<file path="src/rtl/codec_seq_pkg.sv">
package codec_seq_pkg;

  typedef enum logic [2:0] {
    ST_POWER,
    ST_WAKE,
    ST_ISSUE,
    ST_WAIT,
    ST_PULSE,
    ST_READY
  } seq_state_t;

  typedef struct packed {
    logic [7:0] cmd;
    logic [1:0] len;
    logic [7:0] b0;
    logic [7:0] b1;
  } cfg_write_t;

  localparam logic [1:0] SEL_STATUS = 2'b10;
  localparam logic [1:0] SEL_DATA   = 2'b00;

  localparam int N_DIRECT  = 5;
  localparam int N_EXT     = 6;
  localparam int N_WRITES  = 2 + N_DIRECT + N_EXT;
  localparam int IDX_W     = $clog2(N_WRITES);

  function automatic cfg_write_t make_write(input logic [7:0] cmd,
                                            input logic [1:0] len,
                                            input logic [7:0] b0,
                                            input logic [7:0] b1);
    cfg_write_t w;
    w.cmd = cmd;
    w.len = len;
    w.b0  = b0;
    w.b1  = (len == 2'd2) ? b1 : 8'h00;
    return w;
  endfunction

endpackage

</file>
<file path="src/rtl/cseq_interval_timer.sv">
module cseq_interval_timer #(
  parameter int TW = 8
) (
  input  logic          clk,
  input  logic          rst,
  input  logic          run,
  input  logic [TW-1:0] limit,
  output logic          expire
);
  logic [TW-1:0] cnt;
  logic [TW-1:0] limit_m1;

  assign limit_m1 = limit - TW'(1);
  assign expire   = run && (cnt == limit_m1);

  always_ff @(posedge clk) begin
    if (rst || !run || expire) cnt <= '0;
    else                       cnt <= cnt + TW'(1);
  end
endmodule

</file>
<file path="src/rtl/cseq_write_table.sv">
module cseq_write_table
  import codec_seq_pkg::*;
#(
  parameter logic [5:0]  DEV_ADDR    = 6'h05,
  parameter logic [5:0]  STAT0_CFG   = 6'h24,
  parameter logic [6:0]  STAT1_CFG   = 7'h43,
  parameter logic [5:0]  VOLUME      = 6'd20,
  parameter logic [3:0]  BASS        = 4'd0,
  parameter logic [1:0]  TREBLE      = 2'd0,
  parameter logic [5:0]  DATA2_FLAGS = 6'h04,
  parameter logic [29:0] EXT_VALS    = {5'd0, 5'd0, 5'd0, 5'd30, 5'd4, 5'd4}
) (
  input  logic [IDX_W-1:0] idx,
  output cfg_write_t       entry
);
  localparam logic [7:0] CMD_STATUS = {DEV_ADDR, SEL_STATUS};
  localparam logic [7:0] CMD_DATA   = {DEV_ADDR, SEL_DATA};
  localparam int         EXT_BASE   = 2 + N_DIRECT;

  cfg_write_t ext_rows [N_EXT];

  genvar k;
  generate
    for (k = 0; k < N_EXT; k++) begin : g_ext
      assign ext_rows[k] = make_write(CMD_DATA, 2'd2,
                                      {5'b11000, 3'(k)},
                                      {3'b111, EXT_VALS[5*k +: 5]});
    end
  endgenerate

  always_comb begin
    entry = make_write(CMD_DATA, 2'd1, 8'h00, 8'h00);
    if (int'(idx) >= EXT_BASE && int'(idx) < N_WRITES) begin
      entry = ext_rows[int'(idx) - EXT_BASE];
    end else begin
      case (idx)
        IDX_W'(0): entry = make_write(CMD_STATUS, 2'd1, {2'b01, STAT0_CFG}, 8'h00);
        IDX_W'(1): entry = make_write(CMD_STATUS, 2'd1, {2'b00, STAT0_CFG}, 8'h00);
        IDX_W'(2): entry = make_write(CMD_STATUS, 2'd1, {2'b00, STAT0_CFG}, 8'h00);
        IDX_W'(3): entry = make_write(CMD_STATUS, 2'd1, {1'b1, STAT1_CFG}, 8'h00);
        IDX_W'(4): entry = make_write(CMD_DATA, 2'd1, {2'b00, VOLUME}, 8'h00);
        IDX_W'(5): entry = make_write(CMD_DATA, 2'd1, {2'b01, BASS, TREBLE}, 8'h00);
        IDX_W'(6): entry = make_write(CMD_DATA, 2'd1, {2'b10, DATA2_FLAGS}, 8'h00);
        default:   entry = make_write(CMD_DATA, 2'd1, 8'h00, 8'h00);
      endcase
    end
  end
endmodule

</file>
<file path="src/rtl/cseq_req_port.sv">
module cseq_req_port
  import codec_seq_pkg::*;
(
  input  logic       clk,
  input  logic       rst,
  input  logic       issue,
  input  cfg_write_t entry,
  input  logic       done_i,
  output logic       ack,
  output logic       start_o,
  output logic [7:0] cmd_o,
  output logic [1:0] len_o,
  output logic [7:0] b0_o,
  output logic [7:0] b1_o
);
  logic busy;

  assign ack = busy && done_i;

  always_ff @(posedge clk) begin
    if (rst) begin
      busy    <= 1'b0;
      start_o <= 1'b0;
      cmd_o   <= '0;
      len_o   <= '0;
      b0_o    <= '0;
      b1_o    <= '0;
    end else begin
      start_o <= issue && !busy;
      if (issue && !busy) begin
        busy  <= 1'b1;
        cmd_o <= entry.cmd;
        len_o <= entry.len;
        b0_o  <= entry.b0;
        b1_o  <= entry.b1;
      end else if (ack) begin
        busy <= 1'b0;
      end
    end
  end
endmodule

</file>
<file path="src/rtl/codec_power_seq.sv">
module codec_power_seq
  import codec_seq_pkg::*;
#(
  parameter int          PWR_CYCLES   = 5_000_000,
  parameter int          WAKE_CYCLES  = 5_000_000,
  parameter int          PULSE_CYCLES = 50,
  parameter logic [5:0]  DEV_ADDR     = 6'h05,
  parameter logic [5:0]  STAT0_CFG    = 6'h24,
  parameter logic [6:0]  STAT1_CFG    = 7'h43,
  parameter logic [5:0]  VOLUME       = 6'd20,
  parameter logic [3:0]  BASS         = 4'd0,
  parameter logic [1:0]  TREBLE       = 2'd0,
  parameter logic [5:0]  DATA2_FLAGS  = 6'h04,
  parameter logic [29:0] EXT_VALS     = {5'd0, 5'd0, 5'd0, 5'd30, 5'd4, 5'd4}
) (
  input  logic       clk,
  input  logic       rst,
  output logic       pwr_en_o,
  output logic       codec_rst_n_o,
  output logic       mute_o,
  output logic       cfg_done_o,
  output logic       req_start_o,
  output logic [7:0] req_cmd_o,
  output logic [1:0] req_len_o,
  output logic [7:0] req_b0_o,
  output logic [7:0] req_b1_o,
  input  logic       req_done_i
);
  localparam int MAX_A   = (PWR_CYCLES > WAKE_CYCLES) ? PWR_CYCLES : WAKE_CYCLES;
  localparam int MAX_CYC = (MAX_A > PULSE_CYCLES) ? MAX_A : PULSE_CYCLES;
  localparam int TW      = $clog2(MAX_CYC + 1);
  localparam logic [IDX_W-1:0] LAST_IDX = IDX_W'(N_WRITES - 1);

  seq_state_t       state;
  logic [IDX_W-1:0] idx;
  logic [TW-1:0]    limit;
  logic             run, expire, issue, ack;
  cfg_write_t       entry;

  always_comb begin
    run   = 1'b1;
    limit = TW'(PWR_CYCLES);
    case (state)
      ST_POWER: limit = TW'(PWR_CYCLES);
      ST_WAKE:  limit = TW'(WAKE_CYCLES);
      ST_PULSE: limit = TW'(PULSE_CYCLES);
      default:  run   = 1'b0;
    endcase
  end

  assign issue = (state == ST_ISSUE);

  cseq_interval_timer #(.TW(TW)) u_timer (
    .clk    (clk),
    .rst    (rst),
    .run    (run),
    .limit  (limit),
    .expire (expire)
  );

  cseq_write_table #(
    .DEV_ADDR    (DEV_ADDR),
    .STAT0_CFG   (STAT0_CFG),
    .STAT1_CFG   (STAT1_CFG),
    .VOLUME      (VOLUME),
    .BASS        (BASS),
    .TREBLE      (TREBLE),
    .DATA2_FLAGS (DATA2_FLAGS),
    .EXT_VALS    (EXT_VALS)
  ) u_table (
    .idx   (idx),
    .entry (entry)
  );

  cseq_req_port u_port (
    .clk     (clk),
    .rst     (rst),
    .issue   (issue),
    .entry   (entry),
    .done_i  (req_done_i),
    .ack     (ack),
    .start_o (req_start_o),
    .cmd_o   (req_cmd_o),
    .len_o   (req_len_o),
    .b0_o    (req_b0_o),
    .b1_o    (req_b1_o)
  );

  always_ff @(posedge clk) begin
    if (rst) begin
      state         <= ST_POWER;
      idx           <= '0;
      pwr_en_o      <= 1'b0;
      codec_rst_n_o <= 1'b0;
      mute_o        <= 1'b1;
      cfg_done_o    <= 1'b0;
    end else begin
      pwr_en_o <= 1'b1;
      case (state)
        ST_POWER: if (expire) begin
          codec_rst_n_o <= 1'b1;
          state         <= ST_WAKE;
        end
        ST_WAKE: if (expire) begin
          idx   <= '0;
          state <= ST_ISSUE;
        end
        ST_ISSUE: state <= ST_WAIT;
        ST_WAIT: if (ack) begin
          if (idx == '0) begin
            codec_rst_n_o <= 1'b0;
            state         <= ST_PULSE;
          end else if (idx == LAST_IDX) begin
            cfg_done_o <= 1'b1;
            mute_o     <= 1'b0;
            state      <= ST_READY;
          end else begin
            idx   <= idx + IDX_W'(1);
            state <= ST_ISSUE;
          end
        end
        ST_PULSE: if (expire) begin
          codec_rst_n_o <= 1'b1;
          idx           <= IDX_W'(1);
          state         <= ST_ISSUE;
        end
        ST_READY: state <= ST_READY;
        default:  state <= ST_POWER;
      endcase
    end
  end
endmodule

</file>
<file path="config.mk">
export PLATFORM = sky130hd
export DESIGN_NAME = codec_power_seq
export DESIGN_NICKNAME = d
export VERILOG_FILES = /design/src/rtl/codec_seq_pkg.sv /design/src/rtl/cseq_interval_timer.sv /design/src/rtl/cseq_write_table.sv /design/src/rtl/cseq_req_port.sv /design/src/rtl/codec_power_seq.sv
export SDC_FILE = /design/constraint.sdc
export NUM_CORES = 1
export LEC_CHECK = 0
export ABC_AREA = 1
export BUFFER_PORTS_ARGS = -buffer_cell sky130_fd_sc_hd__buf_2
export CORE_UTILIZATION = 30
export CTS_BUF_LIST = sky130_fd_sc_hd__clkbuf_4 sky130_fd_sc_hd__clkbuf_8
export CTS_CLUSTER_SIZE = 40
export DETAILED_ROUTE_END_ITERATION = 6
export GPL_ROUTABILITY_DRIVEN = 0
export GPL_TIMING_DRIVEN = 0
export PLACE_DENSITY = 0.43
export SYNTH_ARGS = -nofsm -noshare
export SYNTH_HDL_FRONTEND = slang
export SYNTH_SLANG_ARGS = --single-unit
</file>
<file path="constraint.sdc">
create_clock -name clk -period 2.14 [get_ports clk]
set_input_delay 0.321 -clock clk [delete_from_list [all_inputs] [get_ports clk]]
set_output_delay 0.321 -clock clk [all_outputs]
set_load 0.02 [all_outputs]
</file>
[Yosys cells after proc, flatten, opt, wreduce, memory -nomap -nowiden]
Memories as Yosys holds them, arrays and structs flattened.
Index checks and enable logic that the tools add are counted.
Word-level totals
  flip-flop bits (word level): 62
  memory bits (read-only): 208
  output and inout bits: 31
  logic and storage cells: 91
  memories: 1
Operators by class
  add/subtract/negate cells: 4
  $lt $le $gt $ge: 3
  equality and inequality tests: 22
  muxes and demuxes: 25
  bitwise gates (word level): 2
  reductions and logical operators: 21
Memories
  (no name shown): words 8, bits a word 26, read ports 1, clocked after memory_dff 0, wr ports 0, line cseq_write_table.sv:34  | entry = ext_rows[int'(idx) - EXT_BASE];
Operators with widths (count)
  $pmux 20 s6: 1
  $mux 26: 3
  $ge 32x4->1 const B: 1
  $not 32->32: 1
  $add 23x1->23 const B: 1
  $eq 23x23->1: 1
  $mux 23: 1
  $sub 23x1->23 const B: 1
  $mux 4: 5
  $mux 3: 5
  $pmux 3 s5: 1
  $eq 4x3->1 const B: 3
  $pmux 4 s3: 1
  $ne 2x1->1 const B: 5
  $eq 4x2->1 const B: 2
  $ne 2x2->1 const B: 4
  $reduce_and 4->1: 2
  $mux 1: 7
  $eq 3x2->1 const B: 2
  $eq 3x3->1 const B: 2
  $reduce_and 6->1: 1
  $reduce_or 2->1: 3
  $sub 4x3->5 const B: 1
  $add 4x1->4 const B: 1
  other kinds (16): 22

[Depth between registers and ports, before layout]
Gate-level depths: netlist of the first run.
  depth in word-level cells: 7
  gate-level depth with buffers: 11
  depth with buffers taken out: 11

[Hierarchy]
Synthesis of the first run repeated with hierarchy kept, for this count alone.
Second synthesis, totals
  cells, all modules: 705
  area, all modules: 4539.4 µm²
By module, submodules not included
  cseq_interval_timer: instances 1, cells each 368, area each 2257.2 µm²
  cseq_req_port: instances 1, cells each 176, area each 1182.4 µm²
  codec_power_seq: instances 1, cells each 93, area each 693.2 µm²
  cseq_write_table: instances 1, cells each 68, area each 406.6 µm²

[Worst setup path after synthesis of the first run]
Ideal clock, no wire load.
  path type: register to register
  start: register idx[0]
  end: register u_port.b0_o[1]
  arrival time: 1.419 ns
  setup slack: 0.647 ns
  cell stages (with the launch flop): 10
  cell sequence: dfxtp_1 inv_1 ha_1 inv_1 nand3_1 nand2_1 nand2_1 inv_1 nand3_1 a31oi_1
Between the ends
  word-level cells in the longest chain between the ends: 6
RTL lines
  start: declaration: line codec_power_seq.sv:35  | logic [IDX_W-1:0] idx;
  start signal: assignment: line codec_power_seq.sv:118  | idx <= idx + IDX_W'(1);
  $sub 4x3->5: line cseq_write_table.sv:34
  $not 32->32 (not written as such): line cseq_write_table.sv:34
  $mem_v2 8x26
  $mux 26 (not written as such) (2 in a row): line cseq_write_table.sv:34
  $mux 26 *: line cseq_write_table.sv:33  | if (int'(idx) >= EXT_BASE && int'(idx) < N_WRITES) begin
  end signal: assignment: line cseq_req_port.sv:34  | b0_o <= entry.b0;
  end: declaration: line cseq_req_port.sv:13  | output logic [7:0] b0_o,
Every way passes the cells marked *; elsewhere a longest branch is shown, timed or not. The select of a mux whose other input is x is not followed.
A chain may end at the register's enable or synchronous reset.

[Worst setup path after layout of the first run]
Ends and elaborated chain as after synthesis.

==> reports/metrics.cfg, run 1 <==
[status]
status = complete, no violations

[grt]
grt_pass1_vias = 2063
grt_use_total_pct = 14.15
overflow = 0
grt_max_degree = 14
antenna_found_initial = 0
grt_pass1_wl_um = 9880

[critical_path]
worstPathCellList = inv_1 -> ha_1 -> inv_1 -> nand3_1 -> nand2_1 -> nand2_1 -> inv_1 -> nand3_1 -> a31oi_1
cp_common_cell = inv_1
crit_fanout = 5
worstPathRequired_ns = 2.37
crit_start = idx[0]
rr_worst_depth = 9
cp_slowest_stage_delay_ns = 0.42
crit_type = reg2reg
arrival_ns = 2.04
path_buf_inv = 3
regToRegStartpoint = idx[0]
end_kind = flip-flop
cp.depth = 9
worstSetupEndpoint = u_port.b0_o[1]
start_kind = flip-flop
slowest_stage = dfxtp_1
r2r_slack_ns = 0.32
crit_family = simple AND/OR/NAND/NOR gates
r2r-end = u_port.b0_o[1]

[placed_design]
dp_hpwl_um = 4642
dpl_cell_area_sq_um = 2924
portBuffers = 25
placed_cells = 494

[synthesis]
synth_edf_count = 0
synth_top_cell_by_area = dfxtp_1
synth.area.top_cells = dfxtp_1 (37%), nand2_1 (11%), nor2_1 (8.5%)
synth_top_area_share_pct = 37.09
syn_inst = 358
synth_area_sq_um = 2645
netlist_top_cells_count = nand2_1 (74), nor2_1 (60), dfxtp_1 (49), inv_1 (31), nand3_1 (20)
ys.flop_type = dfxtp_1
ys_ff_latch = 49
ys_warn_count = 0
synth_most_common_cell = nand2_1
ys_async_sr_fraction_pct = 0
syn_area_per_cell_sq_um = 7.388
ys_types = 38
yosysSeqAreaShare_pct = 37.09

[pwr]
vdd_ir_drop_max_mv = 0.3260
power_switching_uw = 894.1
p_sw_share_pct = 37.44
power_leakage_uw = 0.001276
pwr-share-clk_pct = 24.3
comb_power_share_pct = 31.3
power_density_nw_per_um2 = 792.2
p_int_uw = 1494
seqPwrFrac_pct = 44.5

[final_layout]
final_cells = 501
multi_input_area_sq_um = 1396
diodes = 0
drive_gt1_share_pct = 21.97
n_fill_cell = 934
fin_nets = 405
stdcell_area_sq_um = 3014
fin_util_pct = 35.96
final-seq-area_sq_um = 980.9
area_growth_pct = 13.95

[clock_tree]
clk_pin_slew_ns = 0.09
htreeDepth = 2
ctsHoldBuffers = 0
clkSinkCount = 49
root_buffer = clkbuf_8
cts_tree = built
clock_latency_ns = 0.30
post_cts_buffers = 0
cts_resized = 0
cts_buffer_depth = 2
cts_buffers = 5

[drt]
post_drt_wl_per_cell_um = 11.85
route.detailed.drc = 0
postRouteWirelength_um = 5939
post_drt_via_cell_ratio = 4.401
ant_nets = 0
drt_iter0_drc = 62
drt-pass1-iter-count = 4
dr_total_vias = 2205

[die]
fp.dieArea_sq_um = 9196
die_y_um = 95.90
rows = 33
die_w_um = 95.90
ios = 34
coreArea_sq_um = 8382
initial_core_util_pct = 31.56

[sta]
skew_ns = 0.01180
finalSetupTns_ns = 0
slew_headroom_pct = 64.66
slew_viol_final = 0
worst_slew_pin_slew_ns = 0.5301
finalCritPeriodShare_pct = 84.92
hold_viol_final = 0
fmax_mhz = 550.3
timing.final.crit_period_ns = 1.817
rsz0062_at_grt = no
setup_viol = 0

[min_path]
min_path_type = in2reg

[flow_run]
cap_violations = 0

per-layer routing:
metal | vias up | global-route usage (%) | routed length (um)
li1 | 1189 | - | -
met1 | 985 | 18.95 | 3008
met2 | 25 | 22.62 | 2706
met3 | 6 | 3.633 | 174
met4 | 0 | 3.483 | 48
met5 | - | 0 | 0
metrics by stage:
stage	setup WS [ns]	hold WS [ns]	total power, uW
after floorplan	0.6470	0.4401	1667
after global placement	0.3508	0.4331	1852
after detailed placement	0.3477	0.4368	1834
after CTS	0.3209	0.3842	2415
after global routing	0.1612	0.3934	2572
final	0.3228	0.3879	2388
power by group through the flow:
| stage | registers, uW | logic (uW) | clock network (uW) |
|---|---|---|---|
| final | 1060 | 747 | 579 |
| after global routing | 1070 | 854 | 644 |
| after global placement | 1080 | 769 | 0 |
| after floorplan | 1070 | 600 | 0 |
| after CTS | 1060 | 753 | 599 |
| after detailed placement | 1080 | 751 | 0 |
worst min path at each step:
stage               slack (ns)  cells after the start      startpoint        endpoint
finish                    0.39                      2             rst  u_port.b1_o[4]
global route              0.39                      2             rst  u_port.b1_o[4]
CTS                       0.38                      2             rst  u_port.b1_o[4]
detailed placement        0.44                      2          mute_o          mute_o
global placement          0.43                      2          mute_o          mute_o
floorplan                 0.44                      1  u_timer.cnt[0]  u_timer.cnt[0]
flip-flops by register name, indices dropped and copies added (netlist names):
signal and cells:
cfg_done_o 1, idx 4, u_port.cmd_o 2, pwr_en_o 1, mute_o 1, u_port.b1_o 3, u_port.len_o 1, u_port.b0_o 7
u_port.start_o 1, u_port.busy 1, codec_rst_n_o 1, state 3, u_timer.cnt 23
final cells by class:
class / count / area share, %
buffer: 20 / 4.898
tap: 105 / 4.359
inverter: 38 / 4.732
clock buffer: 7 / 2.989
multi-input combinational: 257 / 46.33
sequential: 49 / 32.54
timing repair buffer: 25 / 4.151
cell usage in the layout, fill, tap and decap left out, types with 5 or more instances in the layout:
cell type / n
a21oi_1: 9
a31oi_1: 5
buf_2: 26
buf_4: 15
clkbuf_8: 6
conb_1: 7
dfxtp_1: 49
ha_1: 6
inv_1: 31
inv_2: 6
nand2_1: 74
nand2_2: 5
nand3_1: 20
nand3_2: 7
nand4_1: 5
nor2_1: 60
nor3_1: 5
o21ai_0: 8
xnor2_1: 5
xor2_1: 11
cells by family (layout without fill, tap and decap cells):
group / count (synthesis) / count (layout) / synth area share (%)
DFF: 49 / 49 / 37.09
and+or+nand+nor: 194 / 194 / 35.76
xor gates and xnor gates: 16 / 16 / 5.298
buffers and inverters: 58 / 90 / 10.97
other: 1 / 7 / 0.1418
adders and majority gates: 6 / 6 / 2.838
AOI/OAI and AO/OA: 34 / 34 / 7.900
(Power assumes the default switching activity.)
==> run 2, diff against run 1 <==
==> constraint.sdc (replaced) <==
create_clock -name clk -period 1.9 [get_ports clk]
set_input_delay 0.285 -clock clk [delete_from_list [all_inputs] [get_ports clk]]
set_output_delay 0.285 -clock clk [all_outputs]
set_load 0.02 [all_outputs]
==> run 2 against run 1 <==
Effect of this change: worst setup slack worse by 0.15 ns; non-clock buffer count stayed put; highest routed layer unchanged; final cell count stayed put; final area is 0.25% higher; die area stayed put; utilization is 0.090 points higher; clock-buffer cell count stayed put; hold slack worse by 0.037 ns; largest cell class unchanged.
==> reports/metrics.cfg, run 2 (same netlist as run 1, synthesis figures left out) <==
[drt]
post_drt_wl_per_cell_um = 11.88
postRouteWirelength_um = 5952
drt_iter0_drc = 81
post_drt_via_cell_ratio = 4.417
ant_nets = 0
dr_total_vias = 2213
drt-pass1-iter-count = 4
route.detailed.drc = 0

[sta]
slew_headroom_pct = 64.35
timing.final.crit_period_ns = 1.725
skew_ns = 0.01174
setup_viol = 0
finalSetupTns_ns = 0
rsz0062_at_grt = no
fmax_mhz = 579.7
hold_viol_final = 0
slew_viol_final = 0
finalCritPeriodShare_pct = 90.79
worst_slew_pin_slew_ns = 0.5348

[clock_tree]
cts_resized = 0
post_cts_buffers = 0
root_buffer = clkbuf_8
cts_tree = built
cts_buffer_depth = 2
cts_buffers = 5
clk_pin_slew_ns = 0.09
clock_latency_ns = 0.30
clkSinkCount = 49
htreeDepth = 2
ctsHoldBuffers = 0

[pwr]
power_density_nw_per_um2 = 892.7
power_leakage_uw = 0.001277
vdd_ir_drop_max_mv = 0.3821

[die]
die_y_um = 95.90
coreArea_sq_um = 8382
ios = 34
die_w_um = 95.90
initial_core_util_pct = 31.56
fp.dieArea_sq_um = 9196
rows = 33

[grt]
grt_max_degree = 14
overflow = 0
grt_pass1_vias = 2063
antenna_found_initial = 0
grt_pass1_wl_um = 9880
grt_use_total_pct = 14.15

[placed_design]
dp_hpwl_um = 4642
portBuffers = 25

[min_path]
min_path_type = in2reg

[final_layout]
drive_gt1_share_pct = 22.73
final-seq-area_sq_um = 983.4
fin_nets = 405
diodes = 0
multi_input_area_sq_um = 1401
layout_commonest_cell = nand2_1
final_cell_mix = nand2_1 (74), nor2_1 (60), dfxtp_1 (47)
n_fill_cell = 933
fin_util_pct = 36.05
largest_reg_flops = 23
reg_top3 = u_timer.cnt (23), u_port.b0_o (7), idx (4)
area_growth_pct = 14.24
regMostFlops = u_timer.cnt

[critical_path]
end_kind = flip-flop
crit_fanout = 5
start_kind = flip-flop
crit_type = reg2reg
worstPathRequired_ns = 2.10
arrival_ns = 1.93

[status]
status = complete, no violations

[flow_run]
cap_violations = 0

[run 2: final cells by class]
type | instances | area share, %
repair buffers | 25 | 4.141
multi-input cells | 257 | 46.38
well taps | 105 | 4.348
plain buffers | 20 | 4.886
flip-flops and latches | 49 | 32.55
inverters | 38 | 4.721
clock buffers | 7 | 2.981
[run 2: critical path, cell delays in order, from the launching register on]
cell and delay (ns):
dfxtp_2 0.35, inv_1 0.15, ha_1 0.24, inv_1 0.07, nand3_1 0.06, nand2_1 0.13
nand2_1 0.13, inv_1 0.10, nand2_1 0.10, o211ai_1 0.09, o21ai_0 0.15, inv_1 0.05
[run 2: per-stage QoR]
stage	instances	area (sq um)	total power [uW]	worst slack [ns]	hold WS (ns)
floorplan	364	2668	1877	0.4070	0.4401
global placement	494	2924	2086	0.1108	0.4331
detailed placement	494	2924	2065	0.1077	0.4368
CTS	501	3014	2720	0.08094	0.3482
global route	501	3022	2905	0.001422	0.3574
finish	501	3022	2697	0.1750	0.3513
[run 2: power breakdown]
part	switching [uW]	internal [uW]	total, uW
Sequential	93.8	1110	1200
Combinational	568	278	846
Clock	348	304	652
Total	1010	1690	2700
[run 2: final timing paths]
path / start / endpoint / slack [ns] / cells after the start
worst max-delay path: idx[0] / u_port.b0_o[2] / 0.17 / 11
worst min-delay path: rst / u_port.b1_o[4] / 0.35 / 2
worst max register to register: idx[0] / u_port.b0_o[2] / 0.17 / 11
worst min register to register: mute_o / mute_o / 0.45 / 2
[run 2: per-layer routing]
metal | share of wire, % | routed length (um) | global-route usage [%]
met3 | 2.9 | 170 | 3.633
met5 | 0 | 0 | 0
met2 | 45 | 2706 | 22.62
met1 | 51 | 3011 | 18.95
met4 | 1.1 | 63 | 3.483
